## src/rtl/pcache_pkg.sv

```systemverilog
package pcache_pkg;
  typedef enum logic {
    XF_FLUSH = 1'b0,
    XF_FILL  = 1'b1
  } xfer_e;
endpackage

```

## src/rtl/pcache_tail.sv

```systemverilog
// Per-queue tail stores: single-cell push, single-cell bypass pop, block pop.
module pcache_tail #(
  parameter int NQ  = 4,
  parameter int W   = 8,
  parameter int B   = 4,
  parameter int CAP = 8
) (
  input  logic                       clk,
  input  logic                       rst_n,
  input  logic                       push,
  input  logic [$clog2(NQ)-1:0]      push_q,
  input  logic [W-1:0]               push_d,
  input  logic                       pop_one,
  input  logic [$clog2(NQ)-1:0]      one_q,
  output logic [W-1:0]               one_d,
  input  logic                       pop_blk,
  input  logic [$clog2(NQ)-1:0]      blk_q,
  output logic [B*W-1:0]             blk_d,
  output logic [$clog2(CAP):0]       cnt [NQ]
);
  localparam int QW = $clog2(NQ);
  localparam int PW = $clog2(CAP);

  logic [W-1:0]  mem [NQ][CAP];
  logic [PW-1:0] rd_q [NQ];
  logic [PW-1:0] rd_n [NQ];
  logic [PW-1:0] wr_q [NQ];
  logic [PW-1:0] wr_n [NQ];
  logic [PW:0]   cnt_q [NQ];
  logic [PW:0]   cnt_n [NQ];

  always_comb begin
    for (int q = 0; q < NQ; q++) begin
      rd_n[q]  = rd_q[q];
      wr_n[q]  = wr_q[q];
      cnt_n[q] = cnt_q[q];
      if (push && push_q == QW'(q)) begin
        wr_n[q]  = wr_q[q] + 1'b1;
        cnt_n[q] = cnt_n[q] + 1'b1;
      end
      if (pop_one && one_q == QW'(q)) begin
        rd_n[q]  = rd_n[q] + 1'b1;
        cnt_n[q] = cnt_n[q] - 1'b1;
      end
      if (pop_blk && blk_q == QW'(q)) begin
        rd_n[q]  = rd_n[q] + PW'(B);
        cnt_n[q] = cnt_n[q] - (PW+1)'(B);
      end
    end
  end

  always_ff @(posedge clk or negedge rst_n) begin
    if (!rst_n) begin
      for (int q = 0; q < NQ; q++) begin
        rd_q[q]  <= '0;
        wr_q[q]  <= '0;
        cnt_q[q] <= '0;
      end
    end else begin
      for (int q = 0; q < NQ; q++) begin
        rd_q[q]  <= rd_n[q];
        wr_q[q]  <= wr_n[q];
        cnt_q[q] <= cnt_n[q];
      end
    end
  end

  always_ff @(posedge clk) begin
    if (push) mem[push_q][wr_q[push_q]] <= push_d;
  end

  assign one_d = mem[one_q][rd_q[one_q]];

  for (genvar i = 0; i < B; i++) begin : g_blk
    assign blk_d[i*W +: W] = mem[blk_q][rd_q[blk_q] + PW'(i)];
  end

  always_comb begin
    for (int q = 0; q < NQ; q++) cnt[q] = cnt_q[q];
  end
endmodule

```

## src/rtl/pcache_head.sv

```systemverilog
// Per-queue head stores: block push from bulk memory, single-cell pop.
module pcache_head #(
  parameter int NQ  = 4,
  parameter int W   = 8,
  parameter int B   = 4,
  parameter int CAP = 8
) (
  input  logic                       clk,
  input  logic                       rst_n,
  input  logic                       push,
  input  logic [$clog2(NQ)-1:0]      push_q,
  input  logic [B*W-1:0]             push_d,
  input  logic                       pop,
  input  logic [$clog2(NQ)-1:0]      pop_q,
  output logic [W-1:0]               pop_d,
  output logic [$clog2(CAP):0]       cnt [NQ]
);
  localparam int QW = $clog2(NQ);
  localparam int PW = $clog2(CAP);

  logic [W-1:0]  mem [NQ][CAP];
  logic [PW-1:0] rd_q [NQ];
  logic [PW-1:0] rd_n [NQ];
  logic [PW-1:0] wr_q [NQ];
  logic [PW-1:0] wr_n [NQ];
  logic [PW:0]   cnt_q [NQ];
  logic [PW:0]   cnt_n [NQ];

  always_comb begin
    for (int q = 0; q < NQ; q++) begin
      rd_n[q]  = rd_q[q];
      wr_n[q]  = wr_q[q];
      cnt_n[q] = cnt_q[q];
      if (push && push_q == QW'(q)) begin
        wr_n[q]  = wr_q[q] + PW'(B);
        cnt_n[q] = cnt_n[q] + (PW+1)'(B);
      end
      if (pop && pop_q == QW'(q)) begin
        rd_n[q]  = rd_q[q] + 1'b1;
        cnt_n[q] = cnt_n[q] - 1'b1;
      end
    end
  end

  always_ff @(posedge clk or negedge rst_n) begin
    if (!rst_n) begin
      for (int q = 0; q < NQ; q++) begin
        rd_q[q]  <= '0;
        wr_q[q]  <= '0;
        cnt_q[q] <= '0;
      end
    end else begin
      for (int q = 0; q < NQ; q++) begin
        rd_q[q]  <= rd_n[q];
        wr_q[q]  <= wr_n[q];
        cnt_q[q] <= cnt_n[q];
      end
    end
  end

  for (genvar i = 0; i < B; i++) begin : g_wr
    always_ff @(posedge clk) begin
      if (push) mem[push_q][wr_q[push_q] + PW'(i)] <= push_d[i*W +: W];
    end
  end

  assign pop_d = mem[pop_q][rd_q[pop_q]];

  always_comb begin
    for (int q = 0; q < NQ; q++) cnt[q] = cnt_q[q];
  end
endmodule

```

## src/rtl/pcache_bulk.sv

```systemverilog
// Behavioural wide bulk memory: immediate write, fixed read latency with tag.
module pcache_bulk #(
  parameter int DEPTH = 16,
  parameter int DW    = 32,
  parameter int TW    = 2,
  parameter int LAT   = 2
) (
  input  logic                      clk,
  input  logic                      rst_n,
  input  logic                      wr_en,
  input  logic [$clog2(DEPTH)-1:0]  wr_addr,
  input  logic [DW-1:0]             wr_data,
  input  logic                      rd_en,
  input  logic [$clog2(DEPTH)-1:0]  rd_addr,
  input  logic [TW-1:0]             rd_tag,
  output logic                      rd_vld,
  output logic [TW-1:0]             rd_tag_o,
  output logic [DW-1:0]             rd_data
);
  logic [DW-1:0] mem [DEPTH];
  logic          vld_s [LAT];
  logic [TW-1:0] tag_s [LAT];
  logic [DW-1:0] dat_s [LAT];

  always_ff @(posedge clk) begin
    if (wr_en) mem[wr_addr] <= wr_data;
  end

  always_ff @(posedge clk or negedge rst_n) begin
    if (!rst_n) vld_s[0] <= 1'b0;
    else        vld_s[0] <= rd_en;
  end

  always_ff @(posedge clk) begin
    if (rd_en) begin
      tag_s[0] <= rd_tag;
      dat_s[0] <= mem[rd_addr];
    end
  end

  for (genvar s = 1; s < LAT; s++) begin : g_pipe
    always_ff @(posedge clk or negedge rst_n) begin
      if (!rst_n) vld_s[s] <= 1'b0;
      else        vld_s[s] <= vld_s[s-1];
    end
    always_ff @(posedge clk) begin
      if (vld_s[s-1]) begin
        tag_s[s] <= tag_s[s-1];
        dat_s[s] <= dat_s[s-1];
      end
    end
  end

  assign rd_vld   = vld_s[LAT-1];
  assign rd_tag_o = tag_s[LAT-1];
  assign rd_data  = dat_s[LAT-1];
endmodule

```

## src/rtl/pcache_arb.sv

```systemverilog
// Bulk-port arbiter: slot timer, alternating direction, round-robin flush,
// emptiest-head refill.
module pcache_arb
  import pcache_pkg::*;
#(
  parameter int NQ   = 4,
  parameter int B    = 4,
  parameter int TCAP = 8,
  parameter int HCAP = 8,
  parameter int BLKS = 4
) (
  input  logic                        clk,
  input  logic                        rst_n,
  input  logic [$clog2(TCAP):0]       tcnt [NQ],
  input  logic [$clog2(HCAP):0]       hcnt [NQ],
  input  logic [$clog2(BLKS):0]       bcnt [NQ],
  input  logic [NQ-1:0]               infl,
  input  logic                        byp_v,
  input  logic [$clog2(NQ)-1:0]       byp_q,
  output logic                        flush_go,
  output logic                        fill_go,
  output logic [$clog2(NQ)-1:0]       go_q
);
  localparam int QW   = $clog2(NQ);
  localparam int TW   = $clog2(TCAP) + 1;
  localparam int HW   = $clog2(HCAP) + 1;
  localparam int BW   = $clog2(BLKS) + 1;
  localparam int SLOT = (B / 2 > 0) ? B / 2 : 1;
  localparam int SW   = (SLOT > 1) ? $clog2(SLOT) : 1;

  logic [SW-1:0] slot_q, slot_n;
  xfer_e         pref_q, pref_n;
  logic [QW-1:0] rr_q, rr_n;

  logic [NQ-1:0] flush_ok, fill_ok;
  logic          f_any, r_any, slot;
  logic [QW-1:0] f_q, r_q;
  logic [HW-1:0] r_best;

  always_comb begin
    for (int q = 0; q < NQ; q++) begin
      flush_ok[q] = (tcnt[q] >= TW'(B)) && (bcnt[q] != BW'(BLKS)) &&
                    !(byp_v && byp_q == QW'(q));
      fill_ok[q]  = (bcnt[q] != '0) && !infl[q] && (hcnt[q] <= HW'(HCAP - B));
    end
  end

  always_comb begin
    f_any = 1'b0;
    f_q   = '0;
    for (int k = 0; k < NQ; k++) begin
      if (!f_any && flush_ok[rr_q + QW'(k)]) begin
        f_any = 1'b1;
        f_q   = rr_q + QW'(k);
      end
    end
  end

  always_comb begin
    r_any  = 1'b0;
    r_q    = '0;
    r_best = '1;
    for (int q = 0; q < NQ; q++) begin
      if (fill_ok[q] && hcnt[q] < r_best) begin
        r_any  = 1'b1;
        r_q    = QW'(q);
        r_best = hcnt[q];
      end
    end
  end

  always_comb begin
    slot     = (slot_q == '0);
    flush_go = 1'b0;
    fill_go  = 1'b0;
    go_q     = '0;
    if (slot) begin
      if (pref_q == XF_FLUSH && f_any) begin
        flush_go = 1'b1;
        go_q     = f_q;
      end else if (r_any) begin
        fill_go = 1'b1;
        go_q    = r_q;
      end else if (f_any) begin
        flush_go = 1'b1;
        go_q     = f_q;
      end
    end
    slot_n = slot ? SW'(SLOT - 1) : slot_q - 1'b1;
    pref_n = pref_q;
    rr_n   = rr_q;
    if (flush_go) begin
      pref_n = XF_FILL;
      rr_n   = f_q + 1'b1;
    end else if (fill_go) begin
      pref_n = XF_FLUSH;
    end
  end

  always_ff @(posedge clk or negedge rst_n) begin
    if (!rst_n) begin
      slot_q <= '0;
      pref_q <= XF_FLUSH;
      rr_q   <= '0;
    end else begin
      slot_q <= slot_n;
      pref_q <= pref_n;
      rr_q   <= rr_n;
    end
  end
endmodule

```

## src/rtl/pcache_top.sv

```systemverilog
module pcache_top #(
  parameter int NQ   = 4,
  parameter int B    = 4,
  parameter int W    = 8,
  parameter int BLKS = 4,
  parameter int LAT  = 2
) (
  input  logic                   clk,
  input  logic                   rst_n,
  input  logic                   enq_valid,
  input  logic [$clog2(NQ)-1:0]  enq_qid,
  input  logic [W-1:0]           enq_data,
  input  logic                   deq_req,
  input  logic [$clog2(NQ)-1:0]  deq_qid,
  output logic                   deq_vld,
  output logic [W-1:0]           deq_data,
  output logic                   deq_miss,
  output logic                   deq_uflow,
  output logic                   enq_drop
);
  localparam int QW   = $clog2(NQ);
  localparam int TCAP = 2 * B;
  localparam int HCAP = 2 * B;
  localparam int TW   = $clog2(TCAP) + 1;
  localparam int HW   = $clog2(HCAP) + 1;
  localparam int BPW  = $clog2(BLKS);
  localparam int DEP  = NQ * BLKS;

  // reset: asynchronous assertion, synchronous release
  logic rst_m_n, rst_s_n;
  always_ff @(posedge clk or negedge rst_n) begin
    if (!rst_n) begin
      rst_m_n <= 1'b0;
      rst_s_n <= 1'b0;
    end else begin
      rst_m_n <= 1'b1;
      rst_s_n <= rst_m_n;
    end
  end

  logic [TW-1:0]    tcnt [NQ];
  logic [HW-1:0]    hcnt [NQ];
  logic [BPW:0]     bcnt_q [NQ];
  logic [BPW:0]     bcnt_n [NQ];
  logic [BPW-1:0]   bwp_q [NQ];
  logic [BPW-1:0]   bwp_n [NQ];
  logic [BPW-1:0]   brp_q [NQ];
  logic [BPW-1:0]   brp_n [NQ];
  logic [NQ-1:0]    infl_q, infl_n;

  logic             flush_go, fill_go;
  logic [QW-1:0]    go_q;
  logic [W-1:0]     tail_d, head_d;
  logic [B*W-1:0]   tail_blk;
  logic             bulk_wr, bulk_rd, ret_vld;
  logic [QW-1:0]    ret_q;
  logic [B*W-1:0]   ret_d;

  logic             stage_empty, serve_head, serve_byp, enq_ok;
  logic             vld_n, miss_n, uflow_n, drop_n;
  logic [W-1:0]     data_n;

  assign bulk_wr = flush_go;
  assign bulk_rd = fill_go;

  // departure decision against the state before this cycle's arrival
  always_comb begin
    stage_empty = (hcnt[deq_qid] == '0) && (bcnt_q[deq_qid] == '0) && !infl_q[deq_qid];
    serve_head  = deq_req && (hcnt[deq_qid] != '0);
    serve_byp   = deq_req && stage_empty && (tcnt[deq_qid] != '0);
    uflow_n     = deq_req && stage_empty && (tcnt[deq_qid] == '0);
    vld_n       = serve_head || serve_byp;
    miss_n      = deq_req && !vld_n && !uflow_n;
    data_n      = serve_head ? head_d : (serve_byp ? tail_d : '0);
    enq_ok      = enq_valid && (tcnt[enq_qid] != TW'(TCAP));
    drop_n      = enq_valid && !enq_ok;
  end

  // bulk region bookkeeping
  always_comb begin
    for (int q = 0; q < NQ; q++) begin
      bwp_n[q]  = bwp_q[q];
      brp_n[q]  = brp_q[q];
      bcnt_n[q] = bcnt_q[q];
      if (flush_go && go_q == QW'(q)) begin
        bwp_n[q]  = bwp_q[q] + 1'b1;
        bcnt_n[q] = bcnt_q[q] + 1'b1;
      end
      if (fill_go && go_q == QW'(q)) begin
        brp_n[q]  = brp_q[q] + 1'b1;
        bcnt_n[q] = bcnt_q[q] - 1'b1;
      end
    end
    infl_n = infl_q;
    if (ret_vld) infl_n[ret_q] = 1'b0;
    if (fill_go) infl_n[go_q]  = 1'b1;
  end

  always_ff @(posedge clk or negedge rst_s_n) begin
    if (!rst_s_n) begin
      for (int q = 0; q < NQ; q++) begin
        bwp_q[q]  <= '0;
        brp_q[q]  <= '0;
        bcnt_q[q] <= '0;
      end
      infl_q    <= '0;
      deq_vld   <= 1'b0;
      deq_miss  <= 1'b0;
      deq_uflow <= 1'b0;
      deq_data  <= '0;
      enq_drop  <= 1'b0;
    end else begin
      for (int q = 0; q < NQ; q++) begin
        bwp_q[q]  <= bwp_n[q];
        brp_q[q]  <= brp_n[q];
        bcnt_q[q] <= bcnt_n[q];
      end
      infl_q    <= infl_n;
      deq_vld   <= vld_n;
      deq_miss  <= miss_n;
      deq_uflow <= uflow_n;
      deq_data  <= data_n;
      enq_drop  <= drop_n;
    end
  end

  pcache_tail #(.NQ(NQ), .W(W), .B(B), .CAP(TCAP)) u_tail (
    .clk     (clk),
    .rst_n   (rst_s_n),
    .push    (enq_ok),
    .push_q  (enq_qid),
    .push_d  (enq_data),
    .pop_one (serve_byp),
    .one_q   (deq_qid),
    .one_d   (tail_d),
    .pop_blk (flush_go),
    .blk_q   (go_q),
    .blk_d   (tail_blk),
    .cnt     (tcnt)
  );

  pcache_head #(.NQ(NQ), .W(W), .B(B), .CAP(HCAP)) u_head (
    .clk    (clk),
    .rst_n  (rst_s_n),
    .push   (ret_vld),
    .push_q (ret_q),
    .push_d (ret_d),
    .pop    (serve_head),
    .pop_q  (deq_qid),
    .pop_d  (head_d),
    .cnt    (hcnt)
  );

  pcache_bulk #(.DEPTH(DEP), .DW(B*W), .TW(QW), .LAT(LAT)) u_bulk (
    .clk      (clk),
    .rst_n    (rst_s_n),
    .wr_en    (bulk_wr),
    .wr_addr  ({go_q, bwp_q[go_q]}),
    .wr_data  (tail_blk),
    .rd_en    (bulk_rd),
    .rd_addr  ({go_q, brp_q[go_q]}),
    .rd_tag   (go_q),
    .rd_vld   (ret_vld),
    .rd_tag_o (ret_q),
    .rd_data  (ret_d)
  );

  pcache_arb #(.NQ(NQ), .B(B), .TCAP(TCAP), .HCAP(HCAP), .BLKS(BLKS)) u_arb (
    .clk      (clk),
    .rst_n    (rst_s_n),
    .tcnt     (tcnt),
    .hcnt     (hcnt),
    .bcnt     (bcnt_q),
    .infl     (infl_q),
    .byp_v    (serve_byp),
    .byp_q    (deq_qid),
    .flush_go (flush_go),
    .fill_go  (fill_go),
    .go_q     (go_q)
  );
endmodule

```

## config.mk

```make
export PLATFORM = sky130hd
export DESIGN_NAME = pcache_top
export DESIGN_NICKNAME = d
export VERILOG_FILES = /design/src/rtl/pcache_pkg.sv /design/src/rtl/pcache_tail.sv /design/src/rtl/pcache_head.sv /design/src/rtl/pcache_bulk.sv /design/src/rtl/pcache_arb.sv /design/src/rtl/pcache_top.sv
export SDC_FILE = /design/constraint.sdc
export NUM_CORES = 2
export LEC_CHECK = 0
export ABC_AREA = 1
export BUFFER_PORTS_ARGS = -buffer_cell sky130_fd_sc_hd__buf_2
export CELL_PAD_IN_SITES_DETAIL_PLACEMENT = 2
export CELL_PAD_IN_SITES_GLOBAL_PLACEMENT = 2
export CORE_ASPECT_RATIO = 0.5
export CORE_MARGIN = 3
export CORE_UTILIZATION = 39
export DETAILED_ROUTE_END_ITERATION = 6
export GPL_TIMING_DRIVEN = 0
export PLACE_DENSITY = 0.78
export SETUP_SLACK_MARGIN = 0.5
export SLEW_MARGIN = 20
export SYNTH_ARGS = -nofsm -noshare
export SYNTH_HDL_FRONTEND = slang
export SYNTH_SLANG_ARGS = --single-unit
export TNS_END_PERCENT = 20
```

## constraint.sdc

```tcl
create_clock -name clk -period 3.8 [get_ports clk]
set_input_delay 0.38 -clock clk [delete_from_list [all_inputs] [get_ports clk]]
set_output_delay 0.38 -clock clk [all_outputs]
set_load 0.03 [all_outputs]
```

Yosys cells after proc, flatten, opt, wreduce, memory -nomap -nowiden
Memory sizes are Yosys's and may differ from the RTL's.
Index checks and enable logic that the tools add are counted.
{ "totals": {"word_cells": 841, "output_inout_bits": 12, "inputBits": 16, "mem_bits_rw": 1092, "mem_count": 5, "reg_bits": 132} }
{ "mem_list": {"columns": ["memory", "words", "width", "read_ports", "rd_clocked_by_memory_dff", "write_ports", "line", "text"], "rows": [
  ["u_bulk.mem", 16, 32, 1, 0, 1, "pcache_bulk.sv:20", "logic [DW-1:0] mem [DEPTH];"],
  ["u_head.mem", 4, 64, 1, 0, 1, "pcache_head.sv:21", "logic [W-1:0] mem [NQ][CAP];"],
  ["u_tail.mem", 4, 64, 2, 0, 1, "pcache_tail.sv:24", "logic [W-1:0] mem [NQ][CAP];"],
  ["u_bulk.dat_s", 2, 32, 2, 0, 2, "pcache_bulk.sv:23", "logic [DW-1:0] dat_s [LAT];"],
  ["u_bulk.tag_s", 2, 2, 2, 0, 2, "pcache_bulk.sv:22", "logic [TW-1:0] tag_s [LAT];"]
]} }
{ "classes": {"n_lt_le_gt_ge": 41, "mux": 352, "reduce_logical": 99, "n_addsub": 67, "bitwise_logic": 211, "n_eq_ne": 17} }
{ "ops": {"columns": ["op", "n"], "rows": [
  ["$mux W64", 5],
  ["$mux W1", 226],
  ["$or A1 B1 Y1", 192],
  ["$mux W8", 19],
  ["$bmux W8 S3", 6],
  ["$mux W4", 31],
  ["$demux W8 S3", 5],
  ["$mux W3", 28],
  ["$logic_and A1 B1 Y1", 65],
  ["$add A3 B1 Y3 const B", 18],
  ["$ge A4 B4 Y1 const B", 11],
  ["$not A3 Y4", 11],
  ["$bmux W3 S2", 6],
  ["$sub A4 B1 Y4 const B", 8],
  ["$mux W2", 14],
  ["$add A3 B3 Y3 const B", 8],
  ["$bmux W4 S2", 3],
  ["$lt A2 B3 Y1 const B", 7],
  ["$add A2 B1 Y2 const B", 10],
  ["$lt A4 B1 Y1 const B", 5],
  ["$add A4 B1 Y4 const B", 4],
  ["$add A4 B3 Y4 const B", 4],
  ["$eq A2 B2 Y1 const B", 8],
  ["$ge A4 B3 Y1 const B", 4],
  ["other kinds (29)", 89]
]} }

Longest topological paths before layout
{ "depth": {"word_depth": 37, "mapped_depth": 45, "depth_no_buf": 42} }

Modules after synthesis
A second synthesis with hierarchy kept.
{ "hier_totals": {"cells_unflattened": 6015, "hier_area_um2": 57313.7} }
{ "by_module_without_submodules": {"columns": ["mod", "n_inst", "cells_each", "seq_area_each_um2", "area_per_inst_um2"], "rows": [
  ["pcache_bulk", 1, 2194, 17466.8, 24439.7],
  ["pcache_tail", 1, 2191, 8688.3, 16662.2],
  ["pcache_head", 1, 1197, 8488.1, 12861.1],
  ["pcache_top", 1, 267, 1151.1, 2357.3],
  ["pcache_arb", 1, 166, 100.1, 993.5]
]} }

Least setup slack after synthesis
Ideal clock, no wire load.
{ "synth_timing": {"path_kind": "register -> register", "from": "register u_head.cnt_q (netlist bit u_head.cnt[15])", "to": "memory u_bulk.mem[0][0], enable pin", "setup_ns": 0.421, "synth_period_minus_slack_ns": 6.448, "path_slack_ns": -2.648, "stages_incl_launch_ff": 32, "arrival_time_ns": 6.027, "required_ns": 3.379, "n_path_buf": 3, "path_cell_list": "dfrtp_1 -> inv_1 -> ha_1 -> o21ai_1 -> nand3_1 -> nor2_1 -> ha_1 -> a31oi_1 -> nand2_1 -> o21ai_0 -> ha_1 -> a221oi_1 -> nand2_2 -> nand2_1 -> o21ai_0 -> ha_1 -> nand2_1 -> nand3_1 -> nor2_1 -> nand2_1 -> nand3_1 -> nand2_1 -> nand2_1 -> nand2_1 -> buf_2 -> nand2_2 -> buf_2 -> buf_2 -> o22ai_1 -> nor3_1 -> nand2_1 -> nor2_1"} }
{ "synth_between": {"elab_chain_len": 31, "word_cells_on_any_way": 77, "cone_classes": "5 x order compare; 42 x mux; 1 x bitwise; 29 x reduce/logical"} }
{ "synth_rtl": {"columns": ["item", "line", "text"], "rows": [
  ["from (decl)", "pcache_head.sv:26", "logic [PW:0] cnt_q [NQ];"],
  ["from (signal, indexed assignment)", "pcache_head.sv:56", "cnt_q[q] <= cnt_n[q];"],
  ["parallel branches: the longest is 31 deep, another holds $le A4 B3 Y1", null, null],
  ["to (decl)", "pcache_bulk.sv:20", null]
]} }
Several ways; the timed one is not identified. The select of a mux whose other input is x is not followed.

Worst setup path after layout
{ "layout_timing": {"from": "register u_head.cnt_q (netlist bit u_head.cnt[15])", "to": "memory u_bulk.mem[14][12] (netlist: u_bulk.mem[7][12]) (data pin)"} }
{ "layout_between": {"elab_chain_len": 36, "word_cells_on_any_way": 77, "cone_classes": "1 x add/sub; 5 x order compare; 39 x mux; 2 x bitwise; 29 x reduce/logical; 1 x memory"} }
{ "layout_rtl": {"columns": ["item", "line", "text"], "rows": [
  ["parallel branches: the longest is 25 deep, another holds $le A4 B3 Y1", null, null],
  ["$mux W2 (*)", "pcache_arb.sv:78", "if (pref_q == XF_FLUSH && f_any) begin"],
  ["$mux W2 (*)", "pcache_arb.sv:77", "if (slot) begin"],
  ["named net go_q[1]", "pcache_top.sv:52", "logic [QW-1:0] go_q;"],
  ["$not A2 Y3 (implied by the code)", "pcache_tail.sv:75", "assign blk_d[i*W +: W] = mem[blk_q][rd_q[blk_q] + PW'(i)];"],
  ["$bmux W3 S2", "pcache_tail.sv:75", null],
  ["$mux W3 (implied by the code) (2 in series)", "pcache_tail.sv:75", null],
  ["$add A3 B1 Y3", "pcache_tail.sv:75", null],
  ["$not A3 Y4 (implied by the code)", "pcache_tail.sv:75", null],
  ["$bmux W8 S3 (*)", "pcache_tail.sv:75", null],
  ["$mux W8 (implied by the code) (*) (2 in series)", "pcache_tail.sv:75", null],
  ["named net tail_blk[12]", "pcache_top.sv:54", "logic [B*W-1:0] tail_blk;"]
]} }
Mark *: on every way through the listed nets, which the timed path passes. The select of a mux whose other input is x is not followed.

==> results.toml <==
[outcome]
status = "finished with violations"
violations = "setup timing"

[global_route]
met1_usage_pct = 43.9
grt.overflow.total = 0
use_met2_pct = 56.6
grt_pass1_wl_um = 375000
met3_usage_pct = 11.0
grt_usage_pct = 35.8
grt.busiest_layer = "met2"
grt_max_degree = 52
grt_pass1_vias = 49800
antenna_found_initial = 20

[synthesis]
yosys-top-cells-area = "edfxtp_1, nand2_1, dfrtp_1"
synth_nets = 5268
netlist.area_leader.share_pct = 59.6
synth_top_cell_by_area = "edfxtp_1"
yosys_warnings = 0
async_flop_share_pct = 10.2
syn_inst = 5206
ys_ff_latch = 1216
synth_edf_count = 1092
synth-main-ff-cell = "edfxtp_1"
yosysUniqueCellTypes = 52
synth_seq_area_share_pct = 65.2
syn_avg_cell_area_sq_um = 10.6
syn-cell-area_sq_mm = 0.0550

[die]
die_w_um = 537
rows = 96
ioPinCount = 28
start_util_pct = 39.7
die_y_um = 272
core_sq_mm = 0.139
die_area_sq_mm = 0.146

[timing]
tightestPinTransition_ns = 1.31
clock-skew-final_ns = 0.0319
relSlewSlack_pct = 12.6
fin_crit_ns = 6.58
rsz0062_at_grt = "yes"
final.setup.tns_ns = -2833.14
slew_violations = 0
fin_ws_ns = -2.78
max_freq_ghz = 0.152
fin_crit_sh_pct = 173
setup_viol = 1148
hold_viol_final = 0

[finish]
finalNetCount = 5601
ff_latch_area_sq_mm = 0.0359
syn_to_final_growth_pct = 21.0
drive_gt1_share_pct = 15.2
fillers = 13800
multi_input_area_sq_mm = 0.0177

[critical_path]
critical_path.most_common_cell = "nand2_4"
startpoint_type = "flip-flop"
cp_slowest_cell = "dfrtp_2"
path_max_fanout = 16
worstSetupPathType = "reg2reg"
r2r_cells = 42
critical_path.max_stage_delay_ns = 0.44
crit_arrival_ns = 7.04
cp.required_ns = 4.26
endpoint_kind = "flip-flop"

[placement]
gp_congestion = 0.980
io_buffer_count = 27
dp_hpwl_um = 167000

[route]
drc = 0
antenna_left = 0
drt_iter0_drc = 6608
drtPass1Iterations = 6
vias = 47600
wirelength_um = 275000
post_drt_via_cell_ratio = 6.34
wire_per_inst_um = 36.7

[clocking]
htreeDepth = 3
clockBufferDepth = 3
cts_tree = "done"
numCtsBuffers = 113
clk_latency_ns = 0.77
cts_root_buffer = "clkbuf_16"
clock-sinks = 1216
clk_pin_slew_ns = 0.07

[worst_hold_path]
hold_depth = 1
hold_class = "in2reg"

[run]
maxCapViolations = 0
## critical path, delay by kind of cell (launching register included)
kind                       cells  cell delay [ns]
AOI/OAI and AO/OA              9             1.41
DFF                            1             0.44
and+or+nand+nor               18             1.98
buffers and inverters         10             1.37
adders and majority gates      5             1.01
## repair_timing
| item | 4_1_cts | 5_1_grt |
|---|---|---|
| cloned | 11 | 7 |
| setup endpoints to repair | 1168 | 1408 |
| hold buffers | 4 | 0 |
| gates resized for setup | 455 | 195 |
| hold endpoints to repair | 6 | 0 |
| buffers inserted | 101 | 36 |
| pin swaps | 80 | 61 |
## layout make-up
cell class                 count  share of cell area [%]
inverter                     521                    3.00
timing repair buffer         209                    4.05
clock inverter                69                    1.06
multi-input combinational   3206                    26.6
antenna                       11                  0.0413
buffer                       270                    3.32
tap                         1862                    3.50
clock buffer                 142                    4.58
sequential                  1216                    53.9
timing repair inverter         2                  0.0188
## placed cells by master (no fill, tap or decap), types with 21 or more instances in the layout
cell and n:
a21oi_1 56, a22oi_1 69, buf_12 74, buf_2 44
buf_4 132, buf_6 53, clkbuf_1 104, clkbuf_16 124
clkbuf_4 24, clkinv_1 25, clkinv_2 23, dfrtp_1 120
edfxtp_1 1092, ha_1 37, inv_1 495, nand2_1 1487
nand2_2 52, nand2_4 43, nand3_1 446, nand3b_1 196
nand4_1 100, nor2_1 95, nor2_2 28, nor2_4 74
o211ai_1 21, o21ai_0 101, o21ai_1 22, o22ai_1 110
o31ai_1 25, xnor2_1 31, xor2_1 68
## cell usage after synthesis (7+ instances only)
master    number
nand2_1     1577
edfxtp_1    1092
inv_1        506
nand3_1      464
nand3b_1     196
nor2_1       183
clkbuf_1     125
dfrtp_1      124
buf_2        118
o22ai_1      111
o21ai_0      109
nand4_1      100
a22oi_1       69
xor2_1        68
a21oi_1       59
ha_1          44
xnor2_1       31
o21ai_1       30
o31ai_1       26
o211ai_1      21
a221oi_1      17
o311ai_0      14
buf_1         12
nand2_2       10
nor2_2        10
buf_6          8
inv_2          8
buf_4          7
o21a_1         7
o21ai_2        7
## metrics by stage
step                hold WS, ns  util [%]  cells  worst slack, ns  cell area, sq um
floorplan                0.0844         -   5206            -1.52             55400
global placement          0.165      41.8   7095            -4.38             57900
detailed placement        0.170      42.3   7127            -4.40             58700
CTS                       0.199      47.1   7454            -2.16             65300
global route              0.230      48.1   7498            -2.92             66600
finish                    0.245      48.1   7508            -2.78             66600
## per-layer routing
layer	wire length [um]	part of all wire [%]
met2	124000	45
met1	99300	36
met5	121	0.044
met3	32900	12
met4	18800	6.8
## cell families (layout without fill, tap and decap cells)
kind of cell    count (synthesis)  after routing  share of synthesized area, %
xor+xnor                      101            101                          1.63
compound gates                481            481                          5.51
other cells                     1             12                       0.00681
buf+inv                       791           1213                          5.83
mux                            11             11                         0.211
simple gates                 2559           2566                          20.5
fa+ha+maj                      46             46                          1.07
flops                        1216           1216                          65.2
## flip-flops by register name (all words and copies together) (netlist names), 2 cells and up
name          cells
bcnt_q           12
deq_data          8
u_head.wr_q       4
u_bulk.tag_s      4
brp_q             8
u_bulk.dat_s     64
u_head.rd_q      12
u_tail.wr_q      12
u_tail.cnt       16
u_head.mem      256
bwp_q             8
u_tail.rd_q      12
u_head.cnt       16
u_bulk.mem      512
u_arb.rr_q        2
u_tail.mem      256
infl_q            4
## final timing paths
kind / from / to / slack, ns
min in group asynchronous: rst_s_n$_DFF_PN0_ / deq_data[7]$_DFF_PN0_ / 0.30
setup / recovery: u_head.cnt[15]$_DFF_PN0_ / u_bulk.mem[7][12]$_DFFE_PP_ / -2.78
hold reg to reg: rst_s_n$_DFF_PN0_ / deq_data[7]$_DFF_PN0_ / 0.30
setup reg to reg: u_head.cnt[15]$_DFF_PN0_ / u_bulk.mem[7][12]$_DFFE_PP_ / -2.78
hold / removal: enq_data[7] / u_tail.mem[2][55]$_DFFE_PP_ / 0.24
max in group asynchronous: rst_s_n$_DFF_PN0_ / u_head.cnt[15]$_DFF_PN0_ / 2.47
Power is not shown: default switching activity piles up to over one toggle a cycle in this logic, so the estimate is an artifact.
